<file path="src/rtl/nvs_pkg.sv">
package nvs_pkg;
  typedef enum logic [2:0] {
    ST_LOW    = 3'd0,
    ST_IDLE   = 3'd1,
    ST_GRACE  = 3'd2,
    ST_STORE  = 3'd3,
    ST_RECALL = 3'd4
  } nvs_state_t;
endpackage

</file>
<file path="src/rtl/nvs_timer.sv">
module nvs_timer #(
  parameter int CW = 8
) (
  input  logic          clk,
  input  logic          rst,
  input  logic          load,
  input  logic [CW-1:0] load_val,
  output logic          zero
);
  logic [CW-1:0] cnt;

  always_ff @(posedge clk) begin
    if (rst)            cnt <= '0;
    else if (load)      cnt <= load_val;
    else if (cnt != '0) cnt <= cnt - 1'b1;
  end

  assign zero = (cnt == '0);
endmodule

</file>
<file path="src/rtl/nvs_flag.sv">
module nvs_flag #(
  parameter bit RESET_VAL = 1'b0
) (
  input  logic clk,
  input  logic rst,
  input  logic set,
  input  logic clr,
  output logic q
);
  // set wins over clr
  always_ff @(posedge clk) begin
    if (rst)      q <= RESET_VAL;
    else if (set) q <= 1'b1;
    else if (clr) q <= 1'b0;
  end
endmodule

</file>
<file path="src/rtl/nvs_seq_top.sv">
module nvs_seq_top
  import nvs_pkg::*;
#(
  parameter int STORE_CYC   = 40,
  parameter int RESTORE_CYC = 20,
  parameter int DELAY_CYC   = 5
) (
  input  logic clk,
  input  logic rst,
  input  logic below_switch,
  input  logic below_reset,
  input  logic wr_req,
  input  logic rd_req,
  output logic wr_grant,
  output logic rd_grant,
  output logic busy,
  output logic store_start,
  output logic recall_start
);
  localparam int MAXC = (STORE_CYC > RESTORE_CYC) ?
                        ((STORE_CYC > DELAY_CYC) ? STORE_CYC : DELAY_CYC) :
                        ((RESTORE_CYC > DELAY_CYC) ? RESTORE_CYC : DELAY_CYC);
  localparam int CW = $clog2(MAXC + 1) + 1;

  nvs_state_t state, nxt;
  logic          t_load, t_zero;
  logic [CW-1:0] t_val;
  logic          st_go, rc_go, xfer_done;
  logic          dirty, rc_pend;

  nvs_timer #(.CW(CW)) u_timer (
    .clk(clk), .rst(rst), .load(t_load), .load_val(t_val), .zero(t_zero)
  );

  nvs_flag #(.RESET_VAL(1'b0)) u_dirty (
    .clk(clk), .rst(rst), .set(wr_grant), .clr(xfer_done), .q(dirty)
  );

  nvs_flag #(.RESET_VAL(1'b1)) u_rc_arm (
    .clk(clk), .rst(rst), .set(below_reset), .clr(rc_go), .q(rc_pend)
  );

  always_comb begin
    nxt       = state;
    t_load    = 1'b0;
    t_val     = '0;
    st_go     = 1'b0;
    rc_go     = 1'b0;
    xfer_done = 1'b0;
    unique case (state)
      ST_LOW: begin
        if (!below_switch) begin
          if (rc_pend) begin
            nxt    = ST_RECALL;
            t_load = 1'b1;
            t_val  = CW'(RESTORE_CYC - 1);
            rc_go  = 1'b1;
          end else begin
            nxt = ST_IDLE;
          end
        end
      end
      ST_IDLE: begin
        if (below_switch) begin
          if (dirty) begin
            nxt    = ST_GRACE;
            t_load = 1'b1;
            t_val  = CW'(DELAY_CYC - 1);
          end else begin
            nxt = ST_LOW;
          end
        end
      end
      ST_GRACE: begin
        if (t_zero) begin
          nxt    = ST_STORE;
          t_load = 1'b1;
          t_val  = CW'(STORE_CYC - 1);
          st_go  = 1'b1;
        end
      end
      ST_STORE, ST_RECALL: begin
        if (t_zero) begin
          nxt       = ST_LOW;
          xfer_done = 1'b1;
        end
      end
      default: nxt = ST_LOW;
    endcase
  end

  always_ff @(posedge clk) begin
    if (rst) begin
      state        <= ST_LOW;
      busy         <= 1'b0;
      store_start  <= 1'b0;
      recall_start <= 1'b0;
    end else begin
      state        <= nxt;
      busy         <= (nxt == ST_STORE) || (nxt == ST_RECALL);
      store_start  <= st_go;
      recall_start <= rc_go;
    end
  end

  assign wr_grant = wr_req && (state == ST_IDLE) && !below_switch;
  assign rd_grant = rd_req && !busy;
endmodule

</file>
<file path="config.mk">
export PLATFORM = sky130hd
export DESIGN_NAME = nvs_seq_top
export DESIGN_NICKNAME = d
export VERILOG_FILES = /design/src/rtl/nvs_pkg.sv /design/src/rtl/nvs_timer.sv /design/src/rtl/nvs_flag.sv /design/src/rtl/nvs_seq_top.sv
export SDC_FILE = /design/constraint.sdc
export NUM_CORES = 1
export LEC_CHECK = 0
export ABC_AREA = 1
export ABC_CLOCK_PERIOD_IN_PS = 1200
export CORE_MARGIN = 5
export CORE_UTILIZATION = 40
export CTS_CLUSTER_SIZE = 12
export DETAILED_ROUTE_END_ITERATION = 6
export GPL_TIMING_DRIVEN = 1
export SYNTH_ARGS = -nofsm -noshare
export SYNTH_HDL_FRONTEND = slang
export SYNTH_SLANG_ARGS = --single-unit
</file>
<file path="constraint.sdc">
create_clock -name clk -period 1.2 [get_ports clk]
set_input_delay 0.24 -clock clk [delete_from_list [all_inputs] [get_ports clk]]
set_output_delay 0.24 -clock clk [all_outputs]
set_load 0.01 [all_outputs]
</file>
# After elaboration in Yosys (flattened, before gate mapping)
# Index checks and enable logic that the tools add are counted.
# word_totals
ff_bits	15
input_bits	6
output_inout_bits	5
wordCells	54
# classes
addsub	1
n_eq_ne	6
mux	25
bitwise_logic	1
n_reduce_logical	14
# op_table
op	count
$mux 3	7
$pmux 6 s3	1
$mux 7	2
$pmux 3 s4	1
$mux 5	2
$eq 3x2->1 const B	3
$mux 1	9
$logic_not 7->1	1
$reduce_bool 7->1	1
$sub 7x1->7 const B	1
$eq 3x3->1 const B	2
$mux 6	1
$reduce_or 2->1	3
$reduce_bool 2->1	2
$eq 3x1->1 const B	1
$logic_and 1x1->1	3
$logic_not 3->1	1
$pmux 1 s3	1
$logic_not 1->1	2
$mux 2	1
$logic_or 1x1->1	1
$not 1->1	1

# Longest topological paths before layout
# Gate-level depths: netlist (run 1).
# depth
word_depth	5
mapped_depth	10
depth_no_buf	10

# Hierarchy
# A second synthesis (run 1) with hierarchy kept.
# hier_totals
hier_cells	129
hier_area_um2	982.2
# modules_own_cells
module	n_inst	cells_each	area_per_inst_um2	seq_area_each_um2
nvs_timer	1	67	530.5	140.1
nvs_seq_top	1	52	376.6	120.1
nvs_flag at u_dirty	1	5	40.0	20.0
nvs_flag at u_rc_arm	1	5	35.0	20.0

# Worst setup path after synthesis (run 1)
# Ideal clock, no wire load.
# synth_timing
path_type	reg2reg
from	reg u_timer.cnt[0]
to	reg u_timer.cnt[4]
setup_time_ns	0.114
t_arrival_ns	1.175
required_time_ns	1.086
path_slack_ns	-0.089
path_stages_with_launch	10
path_buffers	0
period_less_slack_ns	1.289
cell_sequence	dfxtp_1 > inv_1 > ha_1 > inv_2 > nor2_4 > nand3_4 > nor2_4 > nor2_1 > a21oi_1 > nor2_1
# synth_between
elab_chain_cells	4
elab_cells_between_ends	8
classes_between	add/sub (1); mux (4); reduce/logical (3)
# synth_rtl
element	line	text
start: declaration	nvs_timer.sv:10	logic [CW-1:0] cnt;
start signal: assignment	nvs_timer.sv:14	else if (load) cnt <= load_val;
start signal: assignment	nvs_timer.sv:15	else if (cnt != '0) cnt <= cnt - 1'b1;
branches (longest 4 deep; another with $sub 7x1->7)	--	
# Parallel ways; which one is timed is not known. The select of a mux whose other input is x is not followed.
# A chain may end at the register's enable or synchronous reset.

# Final worst setup path (run 1)
# layout_timing
from	reg u_timer.cnt[1]
to	reg u_timer.cnt[4]
# The elaborated chain is that of the path after synthesis.

==> results of run 1 <==
metrics by stage:
stage          power [mW]  TNS (ps)  hold WS [ps]  instances  setup slack, ps
2_1_floorplan        1.50         0           328        112             12.5
3_3_place_gp         1.90     -4420           462        172             -432
3_5_place_dp         1.92     -4820           478        172             -458
4_1_cts              2.61      -834           472        182             -128
5_1_grt              2.88     -2250           517        183             -208
6_report             2.68     -1000           479        183             -131
power by group through the flow:
stage / Combinational, mW / Sequential (mW) / Clock, mW
4_1_cts: 1.58 / 0.719 / 0.314
3_3_place_gp: 1.19 / 0.702 / 0
5_1_grt: 1.80 / 0.743 / 0.338
2_1_floorplan: 0.793 / 0.709 / 0
6_report: 1.65 / 0.725 / 0.308
3_5_place_dp: 1.22 / 0.704 / 0
cell usage after synthesis:
cell type	number
nand2_2	2
nand3_1	9
o21a_1	1
inv_1	14
nor2_4	3
inv_2	2
ha_1	1
a31oi_1	1
a21oi_1	7
nor3_1	3
o21ai_0	5
o22ai_1	1
nand3_4	1
nand2_1	20
xnor2_1	1
nand4_1	3
buf_4	1
nor2_8	1
nor2_1	15
dfxtp_1	15
nor2_2	5
o21ai_1	1
critical path, stage by stage, from the launching register on:
cell and delay [ps]:
dfxtp_2 340, inv_2 70, ha_4 160, inv_4 40
nor2_4 110, nand3_4 120, nor2_4 150, nor2_2 60
a21oi_1 120, nor2_1 50
logic make-up after synthesis:
kind of cell    Yosys count  synth area share [%]
simple gates             62                  40.7
buf+inv                  17                  8.45
compound gates           16                  10.6
flops                    15                  37.6
xor+xnor                  1                  1.10
fa+ha+maj                 1                  1.56
worst paths after layout:
path	from	end	slack, ps
max reg2reg	u_timer.cnt[1]$_SDFFE_PP0P_	u_timer.cnt[4]$_SDFFE_PP0P_	-130
max	u_timer.cnt[1]$_SDFFE_PP0P_	u_timer.cnt[4]$_SDFFE_PP0P_	-130
min reg2reg	u_dirty.q$_SDFFE_PP0P_	u_dirty.q$_SDFFE_PP0P_	480
min	u_dirty.q$_SDFFE_PP0P_	u_dirty.q$_SDFFE_PP0P_	480
registers in the layout (all words and copies together), names as in the netlist:
signal        count
busy              1
recall_start      1
state             3
store_start       1
u_dirty.q         1
u_rc_arm.q        1
u_timer.cnt       7
layout make-up:
| class | instances | area (um^2) | share of cell area, % |
|---|---|---|---|
| multi-input cells | 81 | 551 | 42.2 |
| flip-flops and latches | 15 | 308 | 23.6 |
| clock buffers | 3 | 22.5 | 1.73 |
| clock inverters | 1 | 5.00 | 0.384 |
| well taps | 27 | 33.8 | 2.59 |
| inverters | 16 | 62.6 | 4.80 |
| repair buffers | 40 | 322 | 24.7 |
metal layers:
layer | vias to the layer above | track usage (%) | wire, um
li1 | 450 | - | -
met3 | 5 | 2.45 | 34
met1 | 399 | 22.1 | 1010
met5 | - | 0 | 0
met2 | 10 | 31.9 | 1140
met4 | 0 | 8.71 | 42
timing repair:
action,CTS,global route
cloned,1,0
pin swaps,7,6
hold buffers,0,0
endpoints found under the setup margin,19,16
buffers inserted,5,1
hold endpoints to repair,0,0
gates resized for setup,37,10
==> qor.yml, run 1 <==
seq_area_frac_synth_pct: 37.6
power_density_nw_per_um2: 2050
grt_pass1_wl_um: 3860
seqPwrFrac_pct: 27.1
vdd_drop_max_uv: 1420
ioPinCount: 11
area_delta_synth_final_pct: 63.1
syn_area_um2: 800
drv_slew: 0
worstHoldPathCells: 2
cts_tree: "built"
violations: "negative setup slack"
grt_pass1_vias: 913
critPathRequiredTime_ps: 1390
max_freq_ghz: 0.751
synth.area.top_cells: "dfxtp_1, nand2_1, nor2_1"
syn_inst: 112
synth_nets: 119
layout_commonest_cell: "buf_4"
vias_per_cell: 4.72
synth_cell_types: 22
postSynthAreaPerCell_um2: 7.14
fillCellCount: 186
finalHoldViolCount: 0
most-common-layout-cells: "buf_4, nand2_1, nor2_1"
yosys.area.top_type: "dfxtp_1"
switching_share_pct: 43.1
synth-seq-cells: 15
rr_worst_depth: 9
p_sw_mw: 1.15
fin_util_pct: 67.1
min_period_over_period_pct: 111
die_x_um: 54.7
postRouteAntennaNets: 0
start_kind: "flop"
power_frac_clock_pct: 11.5
core_um2: 1940
wl_per_cell_um: 12.1
crit_arrival_ps: 1530
p_leak_nw: 0.627
internal-power_mw: 1.52
die_area_um2: 2990
period_minus_slack_ps: 1330
drive_above_1_share_pct: 50.6
synth_top_area_share_pct: 37.6
postLayoutSetupSlackWorst_ps: -131
clockRootBuffer: "clkbuf_4"
portBuffers: 10
status: "finished, violations left"
cts_max_path_buffers: 2
relSlewSlack_pct: 83.6
hold_class: "reg2reg"
final_net_count: 164
cts_buffers: 3
grt_antenna_before_repair: 0
std_cell_rows: 16
clkTransAtPathRegs_ps: 100
route.detailed.drc: 0
critical_path_class: "reg2reg"
combinationalPowerShare_pct: 61.4
grt_start_max_net_pins: 10
hpwl_um: 1460
start_util_pct: 41.2
ys_warn_count: 0
worstSkewPairLatency_ps: 290
gr-total-overflow: 0
cts_sinks: 15
path_max_fanout: 5
skew_ps: 3.28
maxCapViolations: 0
die_h_um: 54.7
grt.total_usage_pct: 18.4
first_pass_iters: 4
drtIter0Drc: 22
wl_um: 2220
place_congestion: 0.750
num_vias: 864
design_area_um2: 1300
end_kind: "flop"
postPlaceCellArea_um2: 1120
htreeDepth: 1
setup_viol: 13
rsz0062_at_grt: "yes"
worst_pin_slew_ps: 243
diodes: 0
No activity file was read; power rests on OpenSTA's default activity.
==> run 2, diff against run 1 <==
- SKIP_CTS_REPAIR_TIMING: unset -> 1
==> qor.yml, run 2 (same netlist as run 1, synthesis figures left out) <==
vdd_drop_max_uv: 1510
diodes: 0
postLayoutSetupSlackWorst_ps: -158
skew_ps: 8.23
worst_pin_slew_ps: 324
layout.cells.non_filler: 184
htreeDepth: 1
core_um2: 1940
power.total_mw: 2.66
vias_per_cell: 4.74
num_vias: 873
die_h_um: 54.7
drv_slew: 0
relSlewSlack_pct: 78.1
die_x_um: 54.7
worstSkewPairLatency_ps: 300
grt_pass1_vias: 838
portBuffers: 10
use_met2_pct: 27.0
die_area_um2: 2990
cts_max_path_buffers: 2
cts_sinks: 15
gr-total-overflow: 0
r2r-start: "u_timer.cnt[0]$_SDFFE_PP0P_"
grt_start_max_net_pins: 10
critPathLaunch: "u_timer.cnt[0]$_SDFFE_PP0P_"
drtIter0Drc: 11
place_congestion: 0.750
wl_um: 2190
max_freq_ghz: 0.737
ioPinCount: 11
first_pass_iters: 4
maxCapViolations: 0
route.detailed.drc: 0
critical_path_class: "reg2reg"
dp_slack_ps: -458
drive_above_1_share_pct: 51.6
crit_arrival_ps: 1550
cts_buffers: 3
cts_tree: "built"
std_cell_rows: 16
gr-usage-met3_pct: 2.45
final_net_count: 165
end_kind: "flop"
largest_registers: "u_timer.cnt: 7 flops, state: 3 flops"
power_density_nw_per_um2: 1990
status: "finished, violations left"
largest_reg_flops: 7
p_leak_nw: 0.665
most-common-layout-cells: "buf_4, nand2_1, nor2_1"
finalHoldViolCount: 0
clockRootBuffer: "clkbuf_4"
start_kind: "flop"
postRouteAntennaNets: 0
hpwl_um: 1460
grt_antenna_before_repair: 0
period_minus_slack_ps: 1360
start_util_pct: 41.2
critPathRequiredTime_ps: 1390
violations: "negative setup slack"
hp-start: "u_dirty.q$_SDFFE_PP0P_"
regMostFlops: "u_timer.cnt"
grt.total_usage_pct: 16.2
clkTransAtPathRegs_ps: 100
busiest_layer: "met2"
area_delta_synth_final_pct: 67.4
path_max_fanout: 5
grt_pass1_wl_um: 3400
setup_viol: 14
hold_ws_ps: 484
layout_commonest_cell: "buf_4"
met1_usage_pct: 19.7
rsz0062_at_grt: "yes"
wl_per_cell_um: 11.9
hold_class: "reg2reg"
min_period_over_period_pct: 113
placedCellCount: 172
## run 2: area by class of cell
type,instances,area (um^2)
fillers,176,603
repair buffers,41,352
clock inverters,1,5.00
well taps,27,33.8
multi-input cells,81,556
inverters,16,62.6
clock buffers,3,22.5
flip-flops and latches,15,308
## run 2: stage by stage
step	TNS [ps]	utilization, %	cell area (um^2)
floorplan	0	-	812
global placement	-4420	57.6	1120
detailed placement	-4820	57.6	1120
CTS	-2870	59.0	1150
global route	-2660	68.9	1340
finish	-1360	68.9	1340
## run 2: path summary, 6_finish.rpt
check | cells after the start | endpoint | slack, ps
worst min-delay path | 2 | u_dirty.q$_SDFFE_PP0P_ | 480
worst min register to register | 2 | u_dirty.q$_SDFFE_PP0P_ | 480
worst max-delay path | 9 | u_timer.cnt[4]$_SDFFE_PP0P_ | -160
worst max register to register | 9 | u_timer.cnt[4]$_SDFFE_PP0P_ | -160
## run 2: critical path, stage by stage, from the launching register on
cell     delay (ps)
dfxtp_2         340
inv_2            70
ha_4            170
inv_4            50
nor2_4          120
nand3_4         130
nor2_4          150
nor2_2           60
a21oi_1         120
nor2_1           50
## run 2: where the power goes
group	switching, mW	internal, mW
clock network	0.185	0.124
logic	0.832	0.800
registers	0.105	0.615
total	1.12	1.54
## run 2: layer usage
metal | vias to the layer above | wire length (um) | share of wire (%)
li1 | 451 | - | -
met1 | 405 | 985 | 45
met2 | 12 | 1110 | 51
met3 | 5 | 50 | 2.3
met4 | 0 | 43 | 2.0
met5 | - | 0 | 0
